`src/rtl/rxf_pkg.sv`:
```
package rxf_pkg;

    localparam int ADDR_BYTES = 6;
    localparam int ADDR_W     = ADDR_BYTES * 8;
    localparam int NSLOT      = 3;
    localparam int PTR_W      = 3;
    localparam int CTRL_W     = 6;

    // control word bit positions; slot s is enabled by bit s
    localparam int CB_BCAST = 3;
    localparam int CB_MHASH = 4;
    localparam int CB_PROM  = 5;

    // pointer value that reaches each perfect-match slot
    localparam int SLOT_PTR [NSLOT] = '{0, 2, 3};
    localparam logic [PTR_W-1:0] PTR_HASH = 3'd7;

    localparam logic [31:0] CRC_SEED = 32'hFFFF_FFFF;
    localparam logic [31:0] CRC_POLY = 32'hEDB8_8320;

    typedef enum logic [1:0] {
        S_IDLE   = 2'd0,
        S_GATHER = 2'd1,
        S_ISSUE  = 2'd2
    } flt_state_t;

    // one byte of reflected CRC-32, least significant bit first
    function automatic logic [31:0] crc_step(input logic [31:0] cin,
                                             input logic [7:0]  din);
        logic [31:0] c;
        c = cin;
        for (int i = 0; i < 8; i++) begin
            if (c[0] ^ din[i]) c = (c >> 1) ^ CRC_POLY;
            else               c = c >> 1;
        end
        return c;
    endfunction

endpackage

```
`src/rtl/rxf_cfg_regs.sv`:
```
module rxf_cfg_regs
    import rxf_pkg::*;
#(
    parameter int HASH_BITS = 64,
    parameter int WIN_IDX_W = 3
) (
    input  logic                      clk,
    input  logic                      rst_n,
    input  logic                      ptr_we,
    input  logic [PTR_W-1:0]          ptr_wd,
    input  logic                      win_we,
    input  logic [WIN_IDX_W-1:0]      win_idx,
    input  logic [7:0]                win_wd,
    input  logic                      ctrl_we,
    input  logic [CTRL_W-1:0]         ctrl_wd,
    output logic [CTRL_W-1:0]         ctrl_q,
    output logic [NSLOT*ADDR_W-1:0]   slot_flat,
    output logic [HASH_BITS-1:0]      hash_q
);

    localparam int HASH_BYTES = HASH_BITS / 8;

    logic [PTR_W-1:0] ptr_q;

    always_ff @(posedge clk or negedge rst_n) begin
        if (!rst_n)      ptr_q <= '0;
        else if (ptr_we) ptr_q <= ptr_wd;
    end

    always_ff @(posedge clk or negedge rst_n) begin
        if (!rst_n)       ctrl_q <= '0;
        else if (ctrl_we) ctrl_q <= ctrl_wd;
    end

    // perfect-match slots: byte b of the window is received byte b
    for (genvar s = 0; s < NSLOT; s++) begin : g_slot
        logic [ADDR_W-1:0] val_q;
        always_ff @(posedge clk or negedge rst_n) begin
            if (!rst_n) begin
                val_q <= '0;
            end else if (win_we && ptr_q == PTR_W'(SLOT_PTR[s])) begin
                for (int b = 0; b < ADDR_BYTES; b++) begin
                    if (int'(win_idx) == b)
                        val_q[(ADDR_BYTES-1-b)*8 +: 8] <= win_wd;
                end
            end
        end
        assign slot_flat[s*ADDR_W +: ADDR_W] = val_q;
    end

    // hash table: window byte k carries bins 8k..8k+7
    always_ff @(posedge clk or negedge rst_n) begin
        if (!rst_n) begin
            hash_q <= '0;
        end else if (win_we && ptr_q == PTR_HASH) begin
            for (int k = 0; k < HASH_BYTES; k++) begin
                if (int'(win_idx) == k)
                    hash_q[k*8 +: 8] <= win_wd;
            end
        end
    end

    // a window write through an unmapped pointer changes no storage
    a_r9_dead_ptr_no_write: assert property (@(posedge clk) disable iff (!rst_n)
        (win_we && (ptr_q inside {3'd1, 3'd4, 3'd5, 3'd6}))
        |=> ($stable(slot_flat) && $stable(hash_q)));

endmodule

```
`src/rtl/rxf_crc_unit.sv`:
```
module rxf_crc_unit
    import rxf_pkg::*;
#(
    parameter int BIN_W = 6
) (
    input  logic             clk,
    input  logic             rst_n,
    input  logic             step,
    input  logic             restart,
    input  logic [7:0]       din,
    output logic [BIN_W-1:0] bin_next
);

    logic [31:0] crc_q;
    logic [31:0] crc_next;

    always_comb begin
        crc_next = crc_step(restart ? CRC_SEED : crc_q, din);
        bin_next = crc_next[31 -: BIN_W];
    end

    always_ff @(posedge clk or negedge rst_n) begin
        if (!rst_n)    crc_q <= CRC_SEED;
        else if (step) crc_q <= crc_next;
    end

endmodule

```
`src/rtl/rxf_match.sv`:
```
module rxf_match
    import rxf_pkg::*;
#(
    parameter int HASH_BITS = 64,
    parameter int BIN_W     = 6
) (
    input  logic [CTRL_W-1:0]       ctrl,
    input  logic [NSLOT*ADDR_W-1:0] slot_flat,
    input  logic [HASH_BITS-1:0]    hash,
    input  logic [ADDR_W-1:0]       dest,
    input  logic [BIN_W-1:0]        bin,
    output logic                    accept
);

    logic [NSLOT-1:0] slot_hit;
    logic             is_bcast;
    logic             is_mcast;
    logic             hash_hit;

    for (genvar s = 0; s < NSLOT; s++) begin : g_cmp
        assign slot_hit[s] = ctrl[s] && (slot_flat[s*ADDR_W +: ADDR_W] == dest);
    end

    always_comb begin
        is_bcast = &dest;
        is_mcast = dest[ADDR_W-8];   // bit 0 of the first received byte
        hash_hit = ctrl[CB_MHASH] && is_mcast && !is_bcast && hash[bin];
        accept   = ctrl[CB_PROM]
                 | (ctrl[CB_BCAST] & is_bcast)
                 | (|slot_hit)
                 | hash_hit;
    end

endmodule

```
`src/rtl/rx_addr_filter.sv`:
```
module rx_addr_filter
    import rxf_pkg::*;
#(
    parameter  int HASH_BITS  = 64,
    localparam int HASH_BYTES = HASH_BITS / 8,
    localparam int WIN_IDX_W  = $clog2(HASH_BYTES > ADDR_BYTES ? HASH_BYTES : ADDR_BYTES)
) (
    input  logic                 clk,
    input  logic                 rst_n,
    input  logic                 cfg_ptr_we,
    input  logic [PTR_W-1:0]     cfg_ptr_wdata,
    input  logic                 cfg_win_we,
    input  logic [WIN_IDX_W-1:0] cfg_win_idx,
    input  logic [7:0]           cfg_win_wdata,
    input  logic                 cfg_ctrl_we,
    input  logic [CTRL_W-1:0]    cfg_ctrl_wdata,
    input  logic                 rx_vld,
    input  logic                 rx_sof,
    input  logic [7:0]           rx_data,
    output logic                 dec_vld,
    output logic                 dec_accept
);

    localparam int BIN_W = $clog2(HASH_BITS);
    localparam int CNT_W = $clog2(ADDR_BYTES);
    localparam logic [CNT_W-1:0] LAST = CNT_W'(ADDR_BYTES - 1);

    flt_state_t state_q, state_d;

    logic [CNT_W-1:0]          cnt_q;
    logic [ADDR_W-9:0]         addr_q;
    logic [ADDR_W-1:0]         dest;
    logic                      byte_sof, in_frame_byte, last_byte;
    logic [BIN_W-1:0]          bin_next;
    logic                      match_acc;
    logic                      dec_accept_q;

    logic [CTRL_W-1:0]         cfg_ctrl;
    logic [NSLOT*ADDR_W-1:0]   cfg_slots;
    logic [HASH_BITS-1:0]      cfg_hash;
    logic [CTRL_W-1:0]         act_ctrl;
    logic [NSLOT*ADDR_W-1:0]   act_slots;
    logic [HASH_BITS-1:0]      act_hash;

    rxf_cfg_regs #(.HASH_BITS(HASH_BITS), .WIN_IDX_W(WIN_IDX_W)) u_cfg (
        .clk       (clk),
        .rst_n     (rst_n),
        .ptr_we    (cfg_ptr_we),
        .ptr_wd    (cfg_ptr_wdata),
        .win_we    (cfg_win_we),
        .win_idx   (cfg_win_idx),
        .win_wd    (cfg_win_wdata),
        .ctrl_we   (cfg_ctrl_we),
        .ctrl_wd   (cfg_ctrl_wdata),
        .ctrl_q    (cfg_ctrl),
        .slot_flat (cfg_slots),
        .hash_q    (cfg_hash)
    );

    always_comb begin
        byte_sof      = rx_vld && rx_sof;
        in_frame_byte = rx_vld && !rx_sof && (state_q == S_GATHER);
        last_byte     = in_frame_byte && (cnt_q == LAST);
        dest          = {addr_q, rx_data};
    end

    rxf_crc_unit #(.BIN_W(BIN_W)) u_crc (
        .clk      (clk),
        .rst_n    (rst_n),
        .step     (byte_sof || in_frame_byte),
        .restart  (byte_sof),
        .din      (rx_data),
        .bin_next (bin_next)
    );

    rxf_match #(.HASH_BITS(HASH_BITS), .BIN_W(BIN_W)) u_match (
        .ctrl      (act_ctrl),
        .slot_flat (act_slots),
        .hash      (act_hash),
        .dest      (dest),
        .bin       (bin_next),
        .accept    (match_acc)
    );

    // per-frame snapshot of the configuration, taken at the start byte
    always_ff @(posedge clk or negedge rst_n) begin
        if (!rst_n) begin
            act_ctrl  <= '0;
            act_slots <= '0;
            act_hash  <= '0;
        end else if (byte_sof) begin
            act_ctrl  <= cfg_ctrl;
            act_slots <= cfg_slots;
            act_hash  <= cfg_hash;
        end
    end

    // destination byte collection
    always_ff @(posedge clk or negedge rst_n) begin
        if (!rst_n) begin
            cnt_q  <= '0;
            addr_q <= '0;
        end else if (byte_sof) begin
            cnt_q  <= CNT_W'(1);
            addr_q <= {{(ADDR_W-16){1'b0}}, rx_data};
        end else if (in_frame_byte) begin
            cnt_q  <= cnt_q + CNT_W'(1);
            addr_q <= {addr_q[ADDR_W-17:0], rx_data};
        end
    end

    // state register
    always_ff @(posedge clk or negedge rst_n) begin
        if (!rst_n) state_q <= S_IDLE;
        else        state_q <= state_d;
    end

    // next state
    always_comb begin
        state_d = state_q;
        unique case (state_q)
            S_IDLE:   if (byte_sof) state_d = S_GATHER;
            S_GATHER: begin
                if (byte_sof)       state_d = S_GATHER;
                else if (last_byte) state_d = S_ISSUE;
            end
            S_ISSUE:  state_d = byte_sof ? S_GATHER : S_IDLE;
            default:  state_d = S_IDLE;
        endcase
    end

    // outputs
    always_ff @(posedge clk or negedge rst_n) begin
        if (!rst_n) dec_accept_q <= 1'b0;
        else        dec_accept_q <= last_byte && match_acc;
    end

    always_comb begin
        dec_vld    = (state_q == S_ISSUE);
        dec_accept = dec_accept_q;
    end

    // the sixth byte of a frame yields a decision strobe one cycle later
    a_r2_issue_after_sixth: assert property (@(posedge clk) disable iff (!rst_n)
        last_byte |=> dec_vld);

    // the decision strobe never lasts two cycles
    a_r2_single_pulse: assert property (@(posedge clk) disable iff (!rst_n)
        dec_vld |=> !dec_vld);

    // a frame whose snapshot has promiscuous set is accepted
    a_r6_prom_accepts: assert property (@(posedge clk) disable iff (!rst_n)
        (last_byte && act_ctrl[CB_PROM]) |=> dec_accept);

    // the snapshot holds while a frame is being collected
    a_r10_snapshot_hold: assert property (@(posedge clk) disable iff (!rst_n)
        ((state_q == S_GATHER) && !byte_sof)
        |=> ($stable(act_ctrl) && $stable(act_slots) && $stable(act_hash)));

    // with every rule disabled the decision is reject
    a_r1_no_rule_rejects: assert property (@(posedge clk) disable iff (!rst_n)
        (dec_vld && act_ctrl == '0) |-> !dec_accept);

    // accept is never raised without the strobe
    a_r2_accept_needs_vld: assert property (@(posedge clk) disable iff (!rst_n)
        dec_accept |-> dec_vld);

endmodule

```
`config.mk`:
```
export PLATFORM = sky130hd
export DESIGN_NAME = rx_addr_filter
export DESIGN_NICKNAME = d
export VERILOG_FILES = /design/src/rtl/rxf_pkg.sv /design/src/rtl/rxf_cfg_regs.sv /design/src/rtl/rxf_crc_unit.sv /design/src/rtl/rxf_match.sv /design/src/rtl/rx_addr_filter.sv
export SDC_FILE = /design/constraint.sdc
export NUM_CORES = 1
export LEC_CHECK = 0
export ABC_AREA = 1
export BUFFER_PORTS_ARGS = -buffer_cell sky130_fd_sc_hd__buf_4
export CORE_MARGIN = 2
export CORE_UTILIZATION = 30
export DETAILED_ROUTE_END_ITERATION = 10
export GPL_TIMING_DRIVEN = 0
export PLACE_DENSITY_LB_ADDON = 0.1
export SLEW_MARGIN = 20
export SYNTH_ARGS = -nofsm -noshare
export SYNTH_HDL_FRONTEND = slang
export SYNTH_SLANG_ARGS = --single-unit
export TNS_END_PERCENT = 50
```
`constraint.sdc`:
```
create_clock -name clk -period 3.3 [get_ports clk]
set_clock_uncertainty 0.15 [all_clocks]
set_input_delay 0.165 -clock clk [delete_from_list [all_inputs] [get_ports clk]]
set_output_delay 0.165 -clock clk [all_outputs]
set_load 0.005 [all_outputs]
```
==> run summary <==
The capturing element type of the critical path is a flip-flop. For the worst-skew pair, the clock arrives at the later sink with an insertion delay of 620 ps. After synthesis, the largest family of logic cells by area is simple AND/OR/NAND/NOR gates. The Yosys step of the flow raised 0 warnings. After synthesis, the cell types taking the most area are sky130_fd_sc_hd__dfrtp_1, sky130_fd_sc_hd__nand2_1, sky130_fd_sc_hd__o21ai_0, sky130_fd_sc_hd__dfstp_2, sky130_fd_sc_hd__xor2_1. The most common cell after layout, fill and taps aside is sky130_fd_sc_hd__nand2_1. The sum of net half-perimeters after detailed placement is 56300 um. The critical path launch point was addr_q[26]. The via count of the first global-routing pass is 17900. The path category of the worst min-delay check was input port to flip-flop.

The aggregate global routing overflow came out at 0. The floorplan step defined a core boundary enclosing 73200 um2. The power density of the placed cells was 776 nW/um2. The fraction of the mapped netlist area in compound gates is 0.115. Kind of start point of the critical path: a flip-flop.

The total DRC errors in the routed layout is 0, and the pin count of the biggest net entering global routing is 97. For this block, the routed nets add up to 79800 um of wire. The horizontal die dimension works out to 276 um. The portion of netlist area occupied by mux cells came out at 0.

Average wire per standard cell: 21.6 um. In the layout the commonest cells are sky130_fd_sc_hd__nand2_1, sky130_fd_sc_hd__dfrtp_1, sky130_fd_sc_hd__o21ai_0. The global placement routability congestion was 0.911. The area growth from synthesis to layout works out to 18.4%.

The flow ran to the end, and the final reports show no timing, DRC or antenna violations. Clock sink count: 509. The critical path is of the flip-flop to flip-flop type. For the number of hold violations in the final report, the log shows 0. For the leakage power of the design, the log shows 0.0125 uW. In this run the most critical hold path is launched from rx_sof. For the overall fraction of global-route tracks in use, the log shows 0.209. The share of synthesized cell area in full adder, half adder and majority cells is 0.00113, and the number of endpoints failing setup at the final stage is 0. The run gives 0.575 as the proportion of synthesized chip area in sequential cells. The async set-or-reset flop fraction in the synthesized netlist is 1.00, and the transition at the pin with the smallest max-transition slack is 1030 ps.

The logs give 119000 um for the wire length of the first global-routing pass and 0.304 for the starting density of the core. After filler insertion, the fill cell instance count of the layout stands at 7577. The average via count per standard cell came out at 4.93.

The routed via count is 18200, and the mean area per synthesized cell is 8.74 um2. The count of flip-flops with a built-in enable after synthesis came out at 0. The library cell with the largest summed area after synthesis was sky130_fd_sc_hd__dfrtp_1. Simple-gate share of the synthesized area: 0.218. The synthesized netlist contains 42 unique library cells.

The area share of the largest cell type after synthesis was 0.537; the die boundary height was 276 um. In the synthesized netlist the dominant register cell turns out to be sky130_fd_sc_hd__dfrtp_1. The H-tree was split into 2 levels.

The tools report the worst hold-check slack as 70.8 ps. The fraction of synthesized cell area in xor and xnor cells was 0.0400. The tools report the total of max-cap violations as 0.

The detail route stage leaves a number of antenna-violating nets equal to 0. The maximum fanout count along the critical path was 4; the number of buffers inserted during clock tree synthesis was 58. The share of the clock period used by the worst path after layout is 0.977, and the number of buffers added on ports is 35. Adding up every negative setup slack in the final design gives 0 ps. The boundary pin count is 37, and the highest clock rate is 310 MHz. After technology mapping, the gate count stands at 2542. In the post-route analysis, the smallest setup slack over all paths is 76.6 ps. The worst-case IR drop observed on VDD is 411 uV.

For the mapped cell area, the log shows 22200 um2. The headroom to the max-slew limit is 0.298, and the sequential cell area is 12800 um2. The final-stage net count is 2723.

The clock passes through at most 3 buffers. Worst setup timing slack at the placement stage: -221 ps. For the net count of the mapped netlist, the log shows 2579. The post-CTS setup buffer count is 0, and the critical path data required time is 3700 ps.

The routed design could run at a clock period as short as 3220 ps. After floorplanning, the core was divided into 99 placement rows. The layout cell share with drive strength beyond 1 was 0.0889; the critical path arrival was 3620 ps. The detailed router's first-iteration violation count is 1534, and the area used by multi-input combinational logic is 8340 um2. Before antenna repair, the detailed router went through 5 iterations. TritonCTS built the clock tree. The startpoint identified for the worst register-to-register timing path is addr_q[26]. Count of pins over their slew limit: 0. The share of the core filled with cells in the final layout is 0.359, and the register bit count reported by yosys is 509. The clock-pin slew on the worst setup and hold paths came out at 70 ps.

The floorplan step defined a die boundary enclosing 76300 um2. CTS placed an instance of sky130_fd_sc_hd__clkbuf_16 at the clock tree root. Setup repair after global routing left no endpoint under its margin. The number of antenna violations at the first check in global routing is 1.
## timing repair
action	in CTS	in global routing
endpoints found under the setup margin	0	1
resized for setup	0	1
hold buffers	39	0
hold endpoints to repair	223	0
## worst paths after layout
| check | to | slack [ps] | cells past startpoint |
|---|---|---|---|
| setup / recovery | dec_accept | 80 | 8 |
| setup reg to reg | dec_accept | 80 | 8 |
| hold reg to reg | state_q[0] | 300 | 1 |
| max in group asynchronous | act_hash[8] | 1470 | 5 |
| min in group asynchronous | u_cfg.g_slot[0].val_q[32] | 500 | 4 |
| hold / removal | u_crc.crc_q[11] | 70 | 7 |
## worst max-delay path, cell delays in order, from the launching register on
cell                        delay [ps]
sky130_fd_sc_hd__dfrtp_1           550
sky130_fd_sc_hd__inv_1             190
sky130_fd_sc_hd__a22o_1            210
sky130_fd_sc_hd__a2111oi_0         810
sky130_fd_sc_hd__nand3_1           150
sky130_fd_sc_hd__nor4_1            580
sky130_fd_sc_hd__or2_2             250
sky130_fd_sc_hd__nor2_1             90
sky130_fd_sc_hd__a21oi_2           170
## Yosys cell counts (13+ instances only)
library cell	number
sky130_fd_sc_hd__nor3_1	13
sky130_fd_sc_hd__o22ai_1	60
sky130_fd_sc_hd__nand2_1	939
sky130_fd_sc_hd__dfrtp_1	477
sky130_fd_sc_hd__nor4_1	26
sky130_fd_sc_hd__dfstp_2	32
sky130_fd_sc_hd__clkbuf_1	111
sky130_fd_sc_hd__xnor2_1	21
sky130_fd_sc_hd__inv_1	152
sky130_fd_sc_hd__nor2_1	40
sky130_fd_sc_hd__nand2_2	15
sky130_fd_sc_hd__o21ai_0	370
sky130_fd_sc_hd__nand3_1	100
sky130_fd_sc_hd__nand4_1	21
sky130_fd_sc_hd__xor2_1	68
## power by group
part	leakage [uW]	total, uW	internal (uW)	switching [uW]
Sequential	0.00656	8390	7550	841
Clock	0.000990	6760	4090	2670
Combinational	0.00495	5260	1820	3440
Total	0.0125	20400	13500	6960
## layout make-up
class                           count  share of cell area
Antenna cell                        1           0.0000951
Buffer                            126              0.0198
Clock buffer                       80              0.0625
Clock inverter                     27              0.0130
Inverter                          165              0.0235
Multi-Input combinational cell   1742               0.317
Sequential cell                   509               0.486
Tap cell                          959              0.0456
Timing Repair Buffer               84              0.0327
## flip-flops by register name, indices dropped and copies added, names as in the netlist, 6 cells and up
name                flops
u_crc.crc_q            32
act_hash               64
u_cfg.g_slot.val_q    144
addr_q                 40
u_cfg.hash_q           64
u_cfg.ctrl_q            6
act_slots             144
act_ctrl                6
## through the flow
stage | area [um2] | power, uW | cells
4_1_cts | 26300 | 20600 | 3692
5_1_grt | 26300 | 21600 | 3692
3_5_place_dp | 23900 | 13700 | 3546
3_3_place_gp | 23700 | 13600 | 3536
6_report | 26300 | 20400 | 3693
2_1_floorplan | 22200 | 11700 | 2542
## kinds of logic after synthesis
kind of cell	Yosys count
flip-flops	509
AND/OR/NAND/NOR	1176
AO/OA/AOI/OAI	471
adder cells (fa/ha/maj)	2
buffers and inverters	291
XOR/XNOR	93
## per-layer routing
layer,vias to the layer above,global-route usage,wire (um)
li1,8553,-,-
met1,9038,0.299,37900
met2,495,0.315,34400
met3,130,0.0439,4880
met4,0,0.0701,2580
met5,-,0.00250,0
Power figures use the tool's default switching activity.
